**src/rtl/sbp_pkg.sv**
```systemverilog
// Package: shared constants for the scoreboarded pipeline.
// Assumes 16-bit instruction words and 16 architectural registers.
package sbp_pkg;
    localparam int INSTR_W  = 16;
    localparam int RAW      = 4;
    localparam int NREG     = 1 << RAW;
    localparam int NU       = 2;
    localparam int UNIT_ADD = 0;
    localparam int UNIT_MUL = 1;
    localparam logic [3:0] OPC_MUL = 4'h3;
endpackage

```
**src/rtl/sbp_regfile.sv**
```systemverilog
// Register file with one write port per functional unit and several read ports.
// Every read port bypasses a write in the same cycle, so a reader in the writer's
// writeback cycle sees the new value. Register i resets to the value i.
// Assumes the write ports never target the same register in one cycle.
module sbp_regfile
    import sbp_pkg::*;
#(
    parameter int DW  = 16,
    parameter int NW  = 2,
    parameter int NRD = 3
) (
    input  logic                     clk,
    input  logic                     rst_n,
    input  logic [NW-1:0]            we,
    input  logic [NW-1:0][RAW-1:0]   waddr,
    input  logic [NW-1:0][DW-1:0]    wdata,
    input  logic [NRD-1:0][RAW-1:0]  raddr,
    output logic [NRD-1:0][DW-1:0]   rdata
);
    logic [DW-1:0] regs [NREG];

    // Purpose: reset every register to its own index, otherwise apply the writes.
    always_ff @(posedge clk) begin
        if (!rst_n) begin
            for (int i = 0; i < NREG; i++) regs[i] <= DW'(i);
        end else begin
            for (int w = 0; w < NW; w++)
                if (we[w]) regs[waddr[w]] <= wdata[w];
        end
    end

    // Purpose: read each port, taking a same-cycle write in preference to the stored value.
    always_comb begin
        for (int r = 0; r < NRD; r++) begin
            rdata[r] = regs[raddr[r]];
            for (int w = 0; w < NW; w++)
                if (we[w] && waddr[w] == raddr[r]) rdata[r] = wdata[w];
        end
    end
endmodule

```
**src/rtl/sbp_exec_unit.sv**
```systemverilog
// Functional unit that is not pipelined and has a fixed latency of LAT cycles.
// The result is computed when the operation is accepted and held until the unit
// hands it to its own one-cycle writeback register. During the unit's last execute
// cycle (fin_o) the result is offered for forwarding. A new operation may be
// accepted in that last cycle, so back-to-back operations leave no gap.
module sbp_exec_unit
    import sbp_pkg::*;
#(
    parameter int DW     = 16,
    parameter int LAT    = 4,
    parameter bit IS_MUL = 1'b0
) (
    input  logic            clk,
    input  logic            rst_n,
    input  logic            issue_i,
    input  logic [RAW-1:0]  dst_i,
    input  logic [DW-1:0]   a_i,
    input  logic [DW-1:0]   b_i,
    output logic            free_o,
    output logic            fin_o,
    output logic [RAW-1:0]  fin_dst_o,
    output logic [DW-1:0]   fin_val_o,
    output logic            wb_valid_o,
    output logic [RAW-1:0]  wb_dst_o,
    output logic [DW-1:0]   wb_val_o
);
    localparam int CW = $clog2(LAT + 1);

    logic [CW-1:0]  cnt;
    logic [RAW-1:0] dst_q;
    logic [DW-1:0]  res_q;
    logic [DW-1:0]  op_res;

    generate
        if (IS_MUL) begin : g_mul
            assign op_res = a_i * b_i;
        end else begin : g_add
            assign op_res = a_i + b_i;
        end
    endgenerate

    assign free_o    = (cnt <= CW'(1));
    assign fin_o     = (cnt == CW'(1));
    assign fin_dst_o = dst_q;
    assign fin_val_o = res_q;

    // Purpose: count down the execute cycles and move the finished result into writeback.
    always_ff @(posedge clk) begin
        if (!rst_n) begin
            cnt        <= '0;
            dst_q      <= '0;
            res_q      <= '0;
            wb_valid_o <= 1'b0;
            wb_dst_o   <= '0;
            wb_val_o   <= '0;
        end else begin
            wb_valid_o <= (cnt == CW'(1));
            wb_dst_o   <= dst_q;
            wb_val_o   <= res_q;
            if (issue_i) begin
                cnt   <= CW'(LAT);
                dst_q <= dst_i;
                res_q <= op_res;
            end else if (cnt != '0) begin
                cnt <= cnt - 1'b1;
            end
        end
    end

    // decode never hands an operation to a unit that is still busy.
    assert_issue_when_free_R4: assert property (@(posedge clk) disable iff (!rst_n)
        issue_i |-> (cnt <= CW'(1)));
endmodule

```
**src/rtl/sbp_issue.sv**
```systemverilog
// Fetch and decode with the scoreboard. Fetch reads the instruction store into a
// single decode register. Decode issues the instruction in that register when its
// unit is free, when each source is not pending or can be obtained (same-cycle
// writeback through the register file, or the producing unit's last execute
// cycle when FORWARD is set), and when its destination is not pending. When the
// decode register is held, fetch stops.
module sbp_issue
    import sbp_pkg::*;
#(
    parameter int DW        = 16,
    parameter int ROM_DEPTH = 16,
    parameter int RA        = 4,
    parameter int PW        = 5,
    parameter bit FORWARD   = 1'b1
) (
    input  logic                    clk,
    input  logic                    rst_n,
    input  logic                    run_i,
    input  logic [PW-1:0]           prog_len_i,
    output logic [RA-1:0]           rom_addr_o,
    input  logic [INSTR_W-1:0]      rom_data_i,
    input  logic [NU-1:0]           free_i,
    input  logic [NU-1:0]           fin_i,
    input  logic [NU-1:0][RAW-1:0]  fin_dst_i,
    input  logic [NU-1:0][DW-1:0]   fin_val_i,
    input  logic [NU-1:0]           wb_valid_i,
    input  logic [NU-1:0][RAW-1:0]  wb_dst_i,
    output logic [1:0][RAW-1:0]     rf_addr_o,
    input  logic [1:0][DW-1:0]      rf_data_i,
    output logic [NU-1:0]           issue_o,
    output logic [RAW-1:0]          iss_dst_o,
    output logic [DW-1:0]           iss_a_o,
    output logic [DW-1:0]           iss_b_o
);
    logic [PW-1:0]      pc;
    logic               dec_valid;
    logic [3:0]         dec_opc;
    logic [RAW-1:0]     dec_dst, dec_sa, dec_sb;
    logic               dec_mul;
    logic [NREG-1:0]    pend, pend_nxt;
    logic               a_rdy, b_rdy, d_ok, go, fetch_en;

    assign dec_mul    = (dec_opc == OPC_MUL);
    assign rom_addr_o = pc[RA-1:0];
    assign rf_addr_o  = {dec_sb, dec_sa};
    assign iss_dst_o  = dec_dst;

    // Purpose: decide whether each source can be obtained and which value it takes.
    always_comb begin
        a_rdy   = !pend[dec_sa];
        b_rdy   = !pend[dec_sb];
        d_ok    = !pend[dec_dst];
        iss_a_o = rf_data_i[0];
        iss_b_o = rf_data_i[1];
        for (int u = 0; u < NU; u++) begin
            if (wb_valid_i[u] && wb_dst_i[u] == dec_sa)  a_rdy = 1'b1;
            if (wb_valid_i[u] && wb_dst_i[u] == dec_sb)  b_rdy = 1'b1;
            if (wb_valid_i[u] && wb_dst_i[u] == dec_dst) d_ok  = 1'b1;
            if (FORWARD && fin_i[u] && fin_dst_i[u] == dec_sa) begin
                a_rdy   = 1'b1;
                iss_a_o = fin_val_i[u];
            end
            if (FORWARD && fin_i[u] && fin_dst_i[u] == dec_sb) begin
                b_rdy   = 1'b1;
                iss_b_o = fin_val_i[u];
            end
        end
    end

    assign go = dec_valid && a_rdy && b_rdy && d_ok && free_i[dec_mul];

    // Purpose: route the issue strobe to the unit that the opcode selects.
    always_comb begin
        for (int u = 0; u < NU; u++)
            issue_o[u] = go && (dec_mul == (u == UNIT_MUL));
    end

    assign fetch_en = run_i && (pc < prog_len_i) && (pc < PW'(ROM_DEPTH))
                      && (!dec_valid || go);

    // Purpose: clear bits whose writer is in writeback, then mark the new destination.
    always_comb begin
        pend_nxt = pend;
        for (int u = 0; u < NU; u++)
            if (wb_valid_i[u]) pend_nxt[wb_dst_i[u]] = 1'b0;
        if (go) pend_nxt[dec_dst] = 1'b1;
    end

    // Purpose: hold the scoreboard bits.
    always_ff @(posedge clk) begin
        if (!rst_n) pend <= '0;
        else        pend <= pend_nxt;
    end

    // Purpose: advance the fetch address and load or drain the decode register.
    always_ff @(posedge clk) begin
        if (!rst_n) begin
            pc        <= '0;
            dec_valid <= 1'b0;
            dec_opc   <= '0;
            dec_dst   <= '0;
            dec_sa    <= '0;
            dec_sb    <= '0;
        end else if (fetch_en) begin
            pc        <= pc + 1'b1;
            dec_valid <= 1'b1;
            {dec_opc, dec_dst, dec_sa, dec_sb} <= rom_data_i;
        end else if (go) begin
            dec_valid <= 1'b0;
        end
    end

    // while run is low the fetch address does not move.
    assert_hold_when_idle_R10: assert property (@(posedge clk) disable iff (!rst_n)
        !run_i |=> $stable(pc));
endmodule

```
**src/rtl/scoreboard_pipe.sv**
```systemverilog
// Top of the scoreboarded in-order pipeline. It holds the instruction store, the
// fetch/decode/scoreboard stage, one adder and one multiplier, the register file,
// and the retire and cycle counters. The instruction store is written through its
// write port, normally while rst_n is low. Cycles are counted only while run is
// high, and the count stops when done rises.
module scoreboard_pipe
    import sbp_pkg::*;
#(
    parameter int DW        = 16,
    parameter int ROM_DEPTH = 16,
    parameter int ADD_LAT   = 4,
    parameter int MUL_LAT   = 6,
    parameter bit FORWARD   = 1'b1,
    parameter int CYC_W     = 32
) (
    input  logic                                          clk,
    input  logic                                          rst_n,
    input  logic                                          run,
    input  logic [$clog2(ROM_DEPTH+1)-1:0]                prog_len,
    input  logic                                          rom_we,
    input  logic [((ROM_DEPTH > 1) ? $clog2(ROM_DEPTH) : 1)-1:0] rom_waddr,
    input  logic [INSTR_W-1:0]                            rom_wdata,
    input  logic [RAW-1:0]                                reg_sel,
    output logic [DW-1:0]                                 reg_value,
    output logic [$clog2(ROM_DEPTH+1)-1:0]                retired,
    output logic [CYC_W-1:0]                              cycles,
    output logic                                          done
);
    localparam int RA = (ROM_DEPTH > 1) ? $clog2(ROM_DEPTH) : 1;
    localparam int PW = $clog2(ROM_DEPTH + 1);

    logic [INSTR_W-1:0]      rom [ROM_DEPTH];
    logic [RA-1:0]           rom_addr;
    logic [INSTR_W-1:0]      rom_data;
    logic [NU-1:0]           free, fin, issue, wb_valid;
    logic [NU-1:0][RAW-1:0]  fin_dst, wb_dst;
    logic [NU-1:0][DW-1:0]   fin_val, wb_val;
    logic [1:0][RAW-1:0]     rf_addr;
    logic [1:0][DW-1:0]      rf_data;
    logic [RAW-1:0]          iss_dst;
    logic [DW-1:0]           iss_a, iss_b;
    logic [2:0][RAW-1:0]     rd_addr;
    logic [2:0][DW-1:0]      rd_data;
    logic [PW-1:0]           ret_inc, retired_nxt;

    // Purpose: write the instruction store from the load port.
    always_ff @(posedge clk) begin
        if (rom_we) rom[rom_waddr] <= rom_wdata;
    end
    assign rom_data = rom[rom_addr];

    sbp_issue #(
        .DW(DW), .ROM_DEPTH(ROM_DEPTH), .RA(RA), .PW(PW), .FORWARD(FORWARD)
    ) u_issue (
        .clk(clk), .rst_n(rst_n), .run_i(run), .prog_len_i(prog_len),
        .rom_addr_o(rom_addr), .rom_data_i(rom_data),
        .free_i(free), .fin_i(fin), .fin_dst_i(fin_dst), .fin_val_i(fin_val),
        .wb_valid_i(wb_valid), .wb_dst_i(wb_dst),
        .rf_addr_o(rf_addr), .rf_data_i(rf_data),
        .issue_o(issue), .iss_dst_o(iss_dst), .iss_a_o(iss_a), .iss_b_o(iss_b)
    );

    generate
        for (genvar gu = 0; gu < NU; gu++) begin : g_unit
            sbp_exec_unit #(
                .DW(DW),
                .LAT((gu == UNIT_MUL) ? MUL_LAT : ADD_LAT),
                .IS_MUL(gu == UNIT_MUL)
            ) u_unit (
                .clk(clk), .rst_n(rst_n), .issue_i(issue[gu]),
                .dst_i(iss_dst), .a_i(iss_a), .b_i(iss_b),
                .free_o(free[gu]), .fin_o(fin[gu]),
                .fin_dst_o(fin_dst[gu]), .fin_val_o(fin_val[gu]),
                .wb_valid_o(wb_valid[gu]), .wb_dst_o(wb_dst[gu]), .wb_val_o(wb_val[gu])
            );
        end
    endgenerate

    assign rd_addr   = {reg_sel, rf_addr[1], rf_addr[0]};
    assign rf_data   = {rd_data[1], rd_data[0]};
    assign reg_value = rd_data[2];

    sbp_regfile #(.DW(DW), .NW(NU), .NRD(3)) u_regfile (
        .clk(clk), .rst_n(rst_n), .we(wb_valid), .waddr(wb_dst), .wdata(wb_val),
        .raddr(rd_addr), .rdata(rd_data)
    );

    // Purpose: count how many writebacks finish this cycle.
    always_comb begin
        ret_inc = '0;
        for (int u = 0; u < NU; u++) ret_inc = ret_inc + PW'(wb_valid[u]);
    end
    assign retired_nxt = retired + ret_inc;

    // Purpose: update the retire count, the run-cycle count and the done flag.
    always_ff @(posedge clk) begin
        if (!rst_n) begin
            retired <= '0;
            cycles  <= '0;
            done    <= 1'b0;
        end else begin
            retired <= retired_nxt;
            if (run && !done) cycles <= cycles + 1'b1;
            if (prog_len != '0 && retired_nxt == prog_len) done <= 1'b1;
        end
    end

    // the two units never write the same register in one cycle.
    assert_no_dual_write_R8: assert property (@(posedge clk) disable iff (!rst_n)
        (wb_valid[UNIT_ADD] && wb_valid[UNIT_MUL]) |-> (wb_dst[UNIT_ADD] != wb_dst[UNIT_MUL]));

    // once done is set the cycle count stays where it is.
    assert_cycles_frozen_R9: assert property (@(posedge clk) disable iff (!rst_n)
        done |=> $stable(cycles));
endmodule

```
**config.mk**
```make
export PLATFORM = sky130hd
export DESIGN_NAME = scoreboard_pipe
export DESIGN_NICKNAME = d
export VERILOG_FILES = /design/src/rtl/sbp_pkg.sv /design/src/rtl/sbp_regfile.sv /design/src/rtl/sbp_exec_unit.sv /design/src/rtl/sbp_issue.sv /design/src/rtl/scoreboard_pipe.sv
export SDC_FILE = /design/constraint.sdc
export NUM_CORES = 2
export LEC_CHECK = 0
export ABC_CLOCK_PERIOD_IN_PS = 13750
export CAP_MARGIN = 20
export CORE_ASPECT_RATIO = 0.8
export CORE_MARGIN = 4
export CORE_UTILIZATION = 50
export DETAILED_ROUTE_END_ITERATION = 8
export GPL_TIMING_DRIVEN = 0
export PLACE_DENSITY = 0.66
export SYNTH_ARGS = -nofsm -noshare
export SYNTH_HDL_FRONTEND = slang
export SYNTH_SLANG_ARGS = --single-unit
```
**constraint.sdc**
```tcl
create_clock -name clk -period 13.75 [get_ports clk]
set_input_delay 2.75 -clock clk [delete_from_list [all_inputs] [get_ports clk]]
set_output_delay 2.75 -clock clk [all_outputs]
set_load 0.01 [all_outputs]
```
==> key figures <==
STA
  • Achievable Freq: about 0.094 GHz
  • Worst Tran Pin Value: between 1 and 1.5 ns
  • Final setup violation count: 0
  • Final period util: about 78%
  • TNS Setup: 0 ns
  • Fin crit period: roughly 11 ns
  • Max_slew headroom: a little over a tenth
  • PnR worst setup slack: 3.07 ns
  • Final Hold Vio Count: 0
  • RSZ-0062 raised after global routing: no
  • Max Clock Skew: roughly 0.053 ns
  • Final Slew Violations: 0
  • Hold WS: between 0.4 and 0.5 ns

Worst setup path
  • CP endpoint: reg_value[14]
  • Register-to-register path setup slack: approximately 3.9 ns
  • Crit Path Max Fanout: 10
  • CP required: 11.00 ns
  • CP startpoint: reg_sel[0]
  • Crit path capture type: primary output
  • FF-to-FF path depth: 29
  • Reg2reg start: u_issue.dec_sb[1]
  • Worst path arrival time: around 7.9 ns
  • CP startpoint kind: primary input
  • CP Class: primary input to primary output
  • Reg-to-Reg End: g_unit[1].u_unit.fin_val_o[15]

Pwr
  • Total power: around 10 mW
  • PwrDens: ~220 nW/um^2
  • Int Power: around 5.7 mW
  • Sw Ratio: a little over two fifths
  • Switching Power: about 4.4 mW
  • Leak: 16.0 nW
  • Proportion of power drawn by the clock network: just under 20%
  • Combinational Power Share: a little under three fifths
  • VDD IR-drop max: 0.585 mV
  • Sequential power share: approximately a quarter

CTS
  • H-tree depth: 3
  • CTS resizes: 0
  • Clock Pin Slew Worst Setup and Hold Paths: about 0.060 ns
  • Setup Fix Bufs, Post-CTS: 0
  • Hold Buf Count CTS: 0
  • CTS sink cnt: around 680
  • Clock root buffer: clkbuf_16
  • CTS tree: done
  • Clk_lat worst skew: roughly 0.66 ns
  • Max Buffers Root-to-Sink: 3
  • Total CTS buffers: 72

Yosys
  • Synth Instances: slightly above 3000
  • Synth async-reset ratio: 0%
  • Syn Nets: around 3200
  • Largest area contributor in the netlist: edfxtp_1
  • Number of synthesized register bits: about 680
  • Post-synth top cells: 512 x edfxtp_1, 306 x mux4_2, 228 x nor2_1
  • Most frequent cell after synthesis: edfxtp_1
  • Post-synth EDFFs: ~510
  • Synth unique cells: between 80 and 90
  • Syn Area/Cell: about 13 um^2
  • Synth area leaders: edfxtp_1 39%, mux4_2 17%, dfxtp_1 8.3%, a22o_1 5.0%, fa_1 4.1%
  • Synth warnings: 0
  • Top cell type's share of synthesized area: around two fifths
  • Ys flop type: edfxtp_1
  • Syn Std Cell Area: between 30000 and 40000 um^2
  • Seq/Total Area, Yosys: 46.9%

Layout
  • Nets: about 3500
  • Area growth syn-to-layout: 14.5%
  • Finished Cell Area: between 40000 and 50000 um^2
  • Register area: around 19000 um^2
  • Fin cells: around 4400
  • Filler instances: ~6200
  • Fraction of final layout cells sized beyond drive strength 1: between 10% and 20%
  • Multi-input logic area: 19300 um^2
  • Finished Core Util: 57.8%

Die
  • Core Area: about 79000 um^2
  • Initial core utilization: between 50% and 60%
  • Core Rows: 92
  • Die W: ~320 um
  • Die area: roughly 84000 um^2
  • # IOs: slightly below 90
  • Die height: ~260 um

Routing
  • DRC viols: 0
  • Post-route ant nets: 0
  • Total detailed-routing wirelength: roughly 160000 um
  • Vias per cell: ~7.0
  • DR WL/cell: between 30 and 40 um
  • DR pass1 iterations: 6
  • Drt initial violations: about 4800
  • DR vias: ~31000

Outcome
  • Status: completed

Place
  • Final RePlAce weighted congestion: about 1
  • Post-detail-place hpwl: ~110000 um
  • Port Buffers: 84
  • Placed cell count: 4217
  • Pre-CTS WS: between 3 and 4 ns
  • Placed cell area: 43000 um^2

Job
  • Max Cap Violations: 0

Global route
  • Met1 Use GR: between 50% and 60%
  • GR peak layer: met2
  • Largest net degree at the start of global routing: 18
  • GRT Overall Usage: approximately 37%
  • Initial antenna violation count: 4
  • Global routing usage on met3: between 10% and 20%
  • GR Layer Usage met2: 52.1%
  • Vias in the first global route: 29732
  • Gr ovfl total: 0
  • First-pass GRT wire length: 218000 um

Worst hold path
  • Hold_sp: u_issue.dec_valid
  • Hold WC Path Type: flop to flop
[final cells by class]
type / count / area share, %
Multi-Input combinational cell: 1904 / 42.3
Sequential cell: 676 / 40.9
Timing Repair Buffer: 153 / 4.46
Clock buffer: 89 / 4.26
Tap cell: 1034 / 2.84
Buffer: 270 / 2.68
Inverter: 196 / 1.61
Clock inverter: 38 / 0.923
Antenna cell: 2 / 0.0110
[how the worst min path moves through the flow]
stage	end	slack, ns	cells past startpoint
after global routing	u_issue.dec_valid	0.51	2
after global placement	u_issue.dec_valid	0.46	2
after floorplan	g_unit[1].u_unit.wb_val_o[3]	0.43	2
final	u_issue.dec_valid	0.48	2
after CTS	u_issue.dec_valid	0.48	2
after detailed placement	u_issue.dec_valid	0.47	2
[routing by layer]
layer  wire length [um]  part of all wire (%)
met1              59000                    38
met2              64800                    42
met3              23100                    15
met4               8120                   5.2
met5                195                  0.13
[critical path, cell delays in order]
cell	delay [ns]
clkdlybuf4s50_1	0.64
buf_1	0.76
buf_2	0.70
xnor2_1	0.19
nand2_1	0.09
nor4_2	0.59
buf_4	0.31
clkbuf_1	0.35
buf_8	0.25
mux2i_1	0.10
o21ai_0	0.51
clkdlybuf4s50_1	0.66
[logic make-up (layout without fill, tap and decap cells)]
kind of cell	Yosys count	after routing	share of synthesized area, %
DFF	676	676	46.9
adders and majority gates	159	159	6.53
xor gates and xnor gates	134	134	3.09
AOI/OAI and AO/OA	510	510	10.1
and+or+nand+nor	719	719	8.52
other	0	2	0
muxes	382	382	20.0
buffers and inverters	466	746	4.91
[cells in the final DEF, fill, tap and decap left out, types with 27 or more instances in the layout]
cell / n
nor2b_1: 27
nand3_1: 57
buf_2: 30
mux2i_1: 53
a22o_1: 225
and3_1: 33
clkbuf_16: 72
fa_1: 81
ha_1: 78
a21oi_1: 66
o21ai_0: 35
clkdlybuf4s50_1: 84
and2_1: 62
a22oi_1: 44
xor2_1: 56
edfxtp_1: 512
dfxtp_1: 164
buf_1: 42
nor3_1: 34
nand2_1: 190
inv_1: 187
clkbuf_1: 183
xnor2_1: 73
nor2_1: 216
buf_8: 30
mux4_2: 306
[power groups by stage]
stage / registers, mW / clock network, mW / logic, mW
3_5_place_dp: 2.40 / 0 / 5.62
2_1_floorplan: 2.37 / 0 / 3.81
6_report: 2.36 / 1.96 / 5.76
3_3_place_gp: 2.40 / 0 / 5.57
4_1_cts: 2.36 / 1.96 / 5.70
5_1_grt: 2.37 / 2.05 / 6.33
[sequential cells by signal, summed over array words and instances, names as in the netlist]
register / flops
u_issue.iss_dst_o: 4
done: 1
g_unit.u_unit.cnt: 6
u_regfile.regs: 256
u_issue.dec_sa: 4
retired: 5
g_unit.u_unit.wb_dst_o: 8
g_unit.u_unit.wb_valid_o: 2
u_issue.dec_valid: 1
g_unit.u_unit.fin_val_o: 32
cycles: 32
rom: 256
u_issue.dec_sb: 4
g_unit.u_unit.fin_dst_o: 8
u_issue.pend: 16
u_issue.dec_opc: 4
u_issue.pc: 5
g_unit.u_unit.wb_val_o: 32
(Power assumes the default switching activity.)
